**src/rtl/xm_pkg.sv**
```systemverilog
package xm_pkg;
   typedef enum logic {
      MASK_SHARED = 1'b0,
      MASK_VECTOR = 1'b1
   } mask_src_e;
endpackage

```
**src/rtl/xm_mask_unit.sv**
```systemverilog
module xm_mask_unit #(
   parameter int NUM_CHAINS   = 4,
   parameter bit HAS_VEC_MASK = 1'b1
) (
   input  logic [NUM_CHAINS-1:0] chain_bits,
   input  logic                  mask_all,
   input  logic [NUM_CHAINS-1:0] mask_vec,
   input  logic                  mask_sel_vec,
   output logic [NUM_CHAINS-1:0] gated
);
   logic [NUM_CHAINS-1:0] eff_mask;

   generate
      if (HAS_VEC_MASK) begin : g_vec
         xm_pkg::mask_src_e src;
         assign src = xm_pkg::mask_src_e'(mask_sel_vec);
         assign eff_mask = (src == xm_pkg::MASK_VECTOR) ? mask_vec
                                                         : {NUM_CHAINS{mask_all}};
      end else begin : g_shared
         assign eff_mask = {NUM_CHAINS{mask_all}};
      end
   endgenerate

   // one AND gate per chain in front of the register
   for (genvar i = 0; i < NUM_CHAINS; i++) begin : g_and
      assign gated[i] = chain_bits[i] & eff_mask[i];
   end
endmodule

```
**src/rtl/xm_misr_core.sv**
```systemverilog
module xm_misr_core #(
   parameter int                  WIDTH = 4,
   parameter logic [WIDTH-1:0]    TAPS  = {{(WIDTH-2){1'b0}}, 2'b11}
) (
   input  logic             clk,
   input  logic             rst_n,
   input  logic             seed_load,
   input  logic [WIDTH-1:0] seed_val,
   input  logic             shift_vld,
   input  logic [WIDTH-1:0] din,
   output logic [WIDTH-1:0] sig
);
   localparam int TOP = WIDTH - 1;

   if (WIDTH < 2) begin : g_chk_w
      $error("xm_misr_core: WIDTH must be at least 2");
   end
   if (TAPS[0] != 1'b1) begin : g_chk_t
      $error("xm_misr_core: TAPS bit 0 must be set");
   end

   logic [WIDTH-1:0] sig_q, sig_nxt;
   logic             fb;

   assign fb = sig_q[TOP];
   assign sig_nxt[0] = din[0] ^ (TAPS[0] & fb);
   for (genvar i = 1; i < WIDTH; i++) begin : g_stage
      assign sig_nxt[i] = sig_q[i-1] ^ din[i] ^ (TAPS[i] & fb);
   end

   always_ff @(posedge clk or negedge rst_n) begin
      if (!rst_n)          sig_q <= '0;
      else if (seed_load)  sig_q <= seed_val;
      else if (shift_vld)  sig_q <= sig_nxt;
   end

   assign sig = sig_q;

   assert_capture_hold_R4: assert property (@(posedge clk) disable iff (!rst_n)
      (!shift_vld && !seed_load) |=> $stable(sig_q));

   assert_seed_wins_R2: assert property (@(posedge clk) disable iff (!rst_n)
      seed_load |=> (sig_q == $past(seed_val)));
endmodule

```
**src/rtl/xm_sig_check.sv**
```systemverilog
module xm_sig_check #(
   parameter int WIDTH = 4
) (
   input  logic             clk,
   input  logic             rst_n,
   input  logic             seed_load,
   input  logic             test_end,
   input  logic [WIDTH-1:0] sig,
   input  logic [WIDTH-1:0] golden,
   output logic             res_valid,
   output logic             res_pass
);
   always_ff @(posedge clk or negedge rst_n) begin
      if (!rst_n) begin
         res_valid <= 1'b0;
         res_pass  <= 1'b0;
      end else if (seed_load) begin
         res_valid <= 1'b0;
         res_pass  <= 1'b0;
      end else if (test_end) begin
         res_valid <= 1'b1;
         res_pass  <= (sig == golden);
      end
   end

   assert_valid_after_strobe_R8: assert property (@(posedge clk) disable iff (!rst_n)
      $rose(res_valid) |-> $past(test_end));

   assert_pass_needs_valid_R8: assert property (@(posedge clk) disable iff (!rst_n)
      res_pass |-> res_valid);

   assert_seed_clears_R9: assert property (@(posedge clk) disable iff (!rst_n)
      seed_load |=> (!res_valid && !res_pass));
endmodule

```
**src/rtl/xmask_misr.sv**
```systemverilog
module xmask_misr #(
   parameter int                       NUM_CHAINS   = 4,
   parameter bit                       HAS_VEC_MASK = 1'b1,
   parameter logic [NUM_CHAINS-1:0]    FB_TAPS      = {{(NUM_CHAINS-2){1'b0}}, 2'b11}
) (
   input  logic                  clk,
   input  logic                  rst_n,
   input  logic [NUM_CHAINS-1:0] chain_out,
   input  logic                  mask_all,
   input  logic [NUM_CHAINS-1:0] mask_vec,
   input  logic                  mask_sel_vec,
   input  logic                  shift_vld,
   input  logic                  seed_load,
   input  logic [NUM_CHAINS-1:0] seed_val,
   input  logic                  test_end,
   input  logic [NUM_CHAINS-1:0] golden,
   output logic [NUM_CHAINS-1:0] signature,
   output logic                  result_valid,
   output logic                  result_pass
);
   logic [NUM_CHAINS-1:0] gated;

   xm_mask_unit #(
      .NUM_CHAINS  (NUM_CHAINS),
      .HAS_VEC_MASK(HAS_VEC_MASK)
   ) u_mask (
      .chain_bits  (chain_out),
      .mask_all    (mask_all),
      .mask_vec    (mask_vec),
      .mask_sel_vec(mask_sel_vec),
      .gated       (gated)
   );

   xm_misr_core #(
      .WIDTH(NUM_CHAINS),
      .TAPS (FB_TAPS)
   ) u_core (
      .clk      (clk),
      .rst_n    (rst_n),
      .seed_load(seed_load),
      .seed_val (seed_val),
      .shift_vld(shift_vld),
      .din      (gated),
      .sig      (signature)
   );

   xm_sig_check #(
      .WIDTH(NUM_CHAINS)
   ) u_check (
      .clk      (clk),
      .rst_n    (rst_n),
      .seed_load(seed_load),
      .test_end (test_end),
      .sig      (signature),
      .golden   (golden),
      .res_valid(result_valid),
      .res_pass (result_pass)
   );

   // an all-blocked shift from the zero state must stay at zero
   assert_blocked_zero_R3: assert property (@(posedge clk) disable iff (!rst_n)
      (shift_vld && !seed_load && gated == '0 && signature == '0) |=> (signature == '0));
endmodule

```
**config.mk**
```make
export PLATFORM = sky130hd
export DESIGN_NAME = xmask_misr
export DESIGN_NICKNAME = d
export VERILOG_FILES = /design/src/rtl/xm_pkg.sv /design/src/rtl/xm_mask_unit.sv /design/src/rtl/xm_misr_core.sv /design/src/rtl/xm_sig_check.sv /design/src/rtl/xmask_misr.sv
export SDC_FILE = /design/constraint.sdc
export NUM_CORES = 1
export LEC_CHECK = 0
export BUFFER_PORTS_ARGS = -buffer_cell sky130_fd_sc_hd__buf_2
export CORE_AREA = 2 2 39 41
export CTS_CLUSTER_SIZE = 40
export DETAILED_ROUTE_END_ITERATION = 12
export DIE_AREA = 0 0 41 43
export PLACE_DENSITY_LB_ADDON = 0.12
export REMOVE_ABC_BUFFERS = 1
export SLEW_MARGIN = 20
export SYNTH_ARGS = -nofsm -noshare
export SYNTH_HDL_FRONTEND = slang
export SYNTH_SLANG_ARGS = --single-unit
```
**constraint.sdc**
```tcl
create_clock -name clk -period 1.3 [get_ports clk]
set_input_delay 0.26 -clock clk [delete_from_list [all_inputs] [get_ports clk]]
set_output_delay 0.26 -clock clk [all_outputs]
set_load 0.01 [all_outputs]
```
## Word level (Yosys, flattened, before mapping)

Cells that the tools add are included.

| storage, ports and cells | value |
|---|---|
| register bits | 6 |
| input port bits | 23 |
| output and inout port bits | 6 |
| word-level logic and storage cells | 22 |

| cells by class | value |
|---|---|
| equal/unequal tests | 1 |
| multiplexer cells | 7 |
| bitwise gates (word level) | 9 |
| reductions and logical operators | 2 |

Operator list:

| operator | count |
|---|---|
| $mux W4 | 3 |
| $xor A1 B1 Y1 | 5 |
| $and A1 B1 Y1 | 4 |
| $eq A4 B4 Y1 | 1 |
| $mux W1 | 4 |
| $reduce_bool A2 Y1 | 2 |

## Logic depth before layout (Yosys ltp)

| logic depth | value |
|---|---|
| word-level depth | 6 |
| depth in mapped cells | 4 |
| mapped depth without buffers | 3 |

## Hierarchy

From an unflattened synthesis, not the netlist that was laid out.

| second synthesis, totals | value |
|---|---|
| cell total of the unflattened synthesis | 47 |
| area, all modules | 439.2 sq um |

By module, submodules not included:

| module | times used | cells each | area an instance (sq um) |
|---|---|---|---|
| xm_misr_core | 1 | 25 | 246.5 |
| xm_sig_check | 1 | 13 | 118.9 |
| xm_mask_unit | 1 | 9 | 73.8 |

## Least setup slack after synthesis

OpenSTA, ideal clock, no wires.

| timing path | value |
|---|---|
| path kind | input to register |
| start point | input shift_vld |
| end point | register u_core.sig_q[3] (netlist: u_core.sig[3]) |
| setup time | 0.069 ns |
| arrival time | 1.076 ns |
| slack | 0.155 ns |
| stages on the path | 4 |
| path buffers | 1 |
| path through | clkbuf_2 -> and2b_2 -> or4b_1 -> nand3_1 |

| between the ends | value |
|---|---|
| cells in the longest elaborated chain, start to end | 1 |

Ends and longest elaborated chain:

| element | RTL line | RTL |
|---|---|---|
| start: declaration | xmask_misr.sv:12 | `input logic shift_vld,` |
| $reduce_bool A2 Y1 (no line) | - |  |
| end signal: assignment | xm_misr_core.sv:33 | `else if (seed_load) sig_q <= seed_val;` |
| end signal: assignment | xm_misr_core.sv:34 | `else if (shift_vld) sig_q <= sig_nxt;` |
| end: declaration | xm_misr_core.sv:22 | `logic [WIDTH-1:0] sig_q, sig_nxt;` |

No other way between the ends.
A chain may end at the register's enable or synchronous reset.

## Worst setup path after layout

| timing path | value |
|---|---|
| start point | register u_core.sig_q[3] (netlist: u_core.sig[3]) |
| end point | register u_core.sig_q[1] (netlist: u_core.sig[1]) |

| between the ends | value |
|---|---|
| cells in the longest elaborated chain, start to end | 3 |

Ends and longest elaborated chain:

| element | RTL line | RTL |
|---|---|---|
| $xor A1 B1 Y1 | xm_misr_core.sv:28 | `assign sig_nxt[i] = sig_q[i-1] ^ din[i] ^ (TAPS[i] & fb);` |
| $mux W4 | xm_misr_core.sv:34 |  |
| $mux W4 | xm_misr_core.sv:33 |  |

No other way between the ends. The select of a mux whose other input is x is not followed.

==> metrics <==
switching power 0.000170 W; Mapped Cells 48; Die Wd 41 µm; Cells after DPL 93; NumNets Final 106; Cell variety after synth 24; clock share of power 30.3%; synthesized-area fraction occupied by and/or/nand/nor cells 28.9%; worst min path class primary input to register; largest net degree at the start of global routing 15; first-pass iteration count of the detailed router 3; Die H 43 µm; Critical R2R Launch u_core.sig[3]; CTS sink cnt 6; critical path data required time 1.48 ns; Core ar. 0.00138 mm²; PwrDens 877 mW/mm²; total grt overflow 0; internal power 0.000403 W; Post-CTS Setup Bufs 0; Final Setup Violations 0; DR iter-0 viols 8; Root Buffer clkbuf_4; Worst path slowest cell dfrtp_1; Top Family by Delay on Critical Path flip-flops; I/O pin cnt 29; crit path cell chain xnor2_1, a2111oi_1, nand3b_1; clock slew at reported path FFs 0.05 ns; Initial Util 32.3%; Placer Congestion 0.716; WHS 0.248 ns; first-pass GRT wire length 1560 µm; IO Port Bufs 28; TritonCTS Buffers 3; htree depth 1; mux contribution to synthesized area 10.6%; TritonCTS clock tree done; Worst Setup SP u_core.sig[3]; min cycle time layout 1.22 ns; P_leak 0.329 nW; Hold Fails Final Rpt 0; Final Worst Setup Slack 0.0800 ns; Final Max Tran Viols 0; die area 0.00176 mm²; max incr delay on CP 0.45 ns; #FFs+latches synth 6; Detailed Route WL 1110 µm; Tcrit/Tclk final 93.8%; DRC Markers 0; fmax 820 MHz; Max Cap Violations 0; setup TNS 0 ns; r2r endpoint u_core.sig[1]; via count 477; post-route ant nets 0; GR Util All Layers 13.7%; Avg Cell Area, Syn 9.31 µm²; Levels on crit path 3; Arr. time, crit path 1.40 ns; status finished, final reports clean; main combinational cell family by area after synthesis simple AND/OR/NAND/NOR gates; area grow syn2layout 46.5%; Max FO, Critical Path 6; antenna violations before repair 0; CP endpoint u_core.sig[1]; r2r setup slk 0.08 ns; Switching Fraction 29.7%; YS warnings 0; relative slew slack 78.4%; Combinational Power Share 29.5%; part of the power in registers 40.3%; clk buf depth 2; Worst Setup Path Type register to register; Synth Area in Adders 0%; pre-CTS setup slack 0.0138 ns; cell area after synthesis 447 µm²; CP bufs+invs 0; r2r worst-path depth 3; maximum vdd drop 0.445 mV; Antenna Cells 0; CP endpoint kind register; routed len/inst 11.5 µm; slew at the pin with the worst max-slew slack 0.324 ns; Seq/Total Area, Yosys 33.6%; Worst Skew 0.00503 ns; Worst Setup Start Kind register; Non-Filler Instances 97; layout cells sized above 1 46.9%; Compound-Gate Fraction of Synth Area 13.4%; vias in the first global route 399; placement row count 14; xor/xnor share of the synthesized area 9.80%; clock latency on the worst-skew pair 0.25 ns; detailed-route vias per instance 4.92
[cells in the mapped netlist]
library cell / instances / area share, %
dfrtp_1: 6 / 34
nand3b_1: 5 / 8.4
nor2_1: 5 / 4.2
a21oi_1: 4 / 4.5
xor2_1: 4 / 7.8
a22oi_1: 2 / 3.4
inv_1: 2 / 1.7
mux2_2: 2 / 5.0
nand4_1: 2 / 2.8
nor3b_1: 2 / 3.4
a2111oi_0: 1 / 2.0
a22o_1: 1 / 2.0
and2b_2: 1 / 2.0
clkbuf_1: 1 / 0.84
clkbuf_2: 1 / 1.1
mux2_4: 1 / 3.4
mux2i_1: 1 / 2.2
nand3_1: 1 / 1.1
nand4b_1: 1 / 2.0
nor2b_1: 1 / 1.4
nor4_1: 1 / 1.4
o211ai_1: 1 / 1.7
or4b_1: 1 / 2.2
xnor2_1: 1 / 2.0
[flip-flops by register name, summed over array words and instances (netlist names)]
name and count:
u_check.res_valid 1, u_core.sig 4, u_check.res_pass 1
[worst reg2reg max path, stage by stage (launching register included)]
cell       delay (ns)
dfrtp_1          0.45
xnor2_1          0.18
a2111oi_1        0.37
nand3b_1         0.15
[power groups by stage]
stage / combinational (W) / sequential (W) / clock (W)
after global placement: 0.000166 / 0.000234 / 0
after floorplan: 0.0000724 / 0.000239 / 0
after global routing: 0.000188 / 0.000235 / 0.000190
final: 0.000169 / 0.000231 / 0.000174
after CTS: 0.000170 / 0.000232 / 0.000178
after detailed placement: 0.000167 / 0.000234 / 0
[repair_timing]
action,CTS,global route
setup endpoints to repair,0,1
gates resized for setup,0,1
hold buffers,1,0
endpoints found under the hold margin,6,0
[cell type report]
type / instances / area [µm²]
Clock buffer: 3 / 22.5
Fill cell: 157 / 729
Inverter: 2 / 7.51
Multi-Input combinational cell: 38 / 282
Sequential cell: 6 / 150
Tap cell: 16 / 20.0
Timing Repair Buffer: 32 / 173
[metal layers]
metal | wire [µm] | up-vias | track usage (%) | part of all wire (%)
met1 | 524 | 205 | 18.6 | 47
li1 | - | 247 | - | -
met4 | 23 | 0 | 12.0 | 2.1
met2 | 473 | 22 | 18.1 | 42
met5 | 0 | - | 0 | 0
met3 | 93 | 3 | 1.57 | 8.3
[worst min-delay path by stage]
stage	startpoint	end	slack, ns	depth (start not counted)
global route	seed_val[3]	u_core.sig[3]	0.25	3
CTS	seed_val[3]	u_core.sig[3]	0.24	3
finish	seed_val[3]	u_core.sig[3]	0.25	3
global placement	rst_n	u_core.sig[2]	0.09	1
detailed placement	rst_n	u_core.sig[2]	0.09	1
floorplan	rst_n	u_check.res_pass	-0.04	0
[kinds of logic (layout without fill, tap and decap cells)]
logic type      after synthesis  in the layout
mux                           4              4
buf+inv                       4             37
simple gates                 20             20
compound gates                9              9
xor+xnor                      5              5
flops                         6              6
[per-stage QoR]
stage | util, % | total power [W] | area, µm²
5_1_grt | 47.3 | 0.000613 | 654
6_report | 47.3 | 0.000574 | 654
3_5_place_dp | 44.8 | 0.000401 | 621
2_1_floorplan | - | 0.000311 | 438
4_1_cts | 47.2 | 0.000580 | 653
3_3_place_gp | 44.8 | 0.000400 | 621
[placed cells by master, fill, tap and decap left out, drive strengths merged]
master / netlist / routed
a22o: 1 / 1
nand4: 2 / 2
or4b: 1 / 1
nand3: 1 / 1
xnor2: 1 / 1
xor2: 4 / 4
nor2: 5 / 5
buf: 0 / 31
nor4: 1 / 1
and2b: 1 / 1
inv: 2 / 2
a21oi: 4 / 4
o211ai: 1 / 1
mux2: 3 / 3
nor3b: 2 / 2
nand3b: 5 / 5
nor2b: 1 / 1
dfrtp: 6 / 6
clkbuf: 2 / 3
nand4b: 1 / 1
a2111oi: 1 / 1
dlygate4sd3: 0 / 1
a22oi: 2 / 2
mux2i: 1 / 1
(Power assumes the default switching activity.)
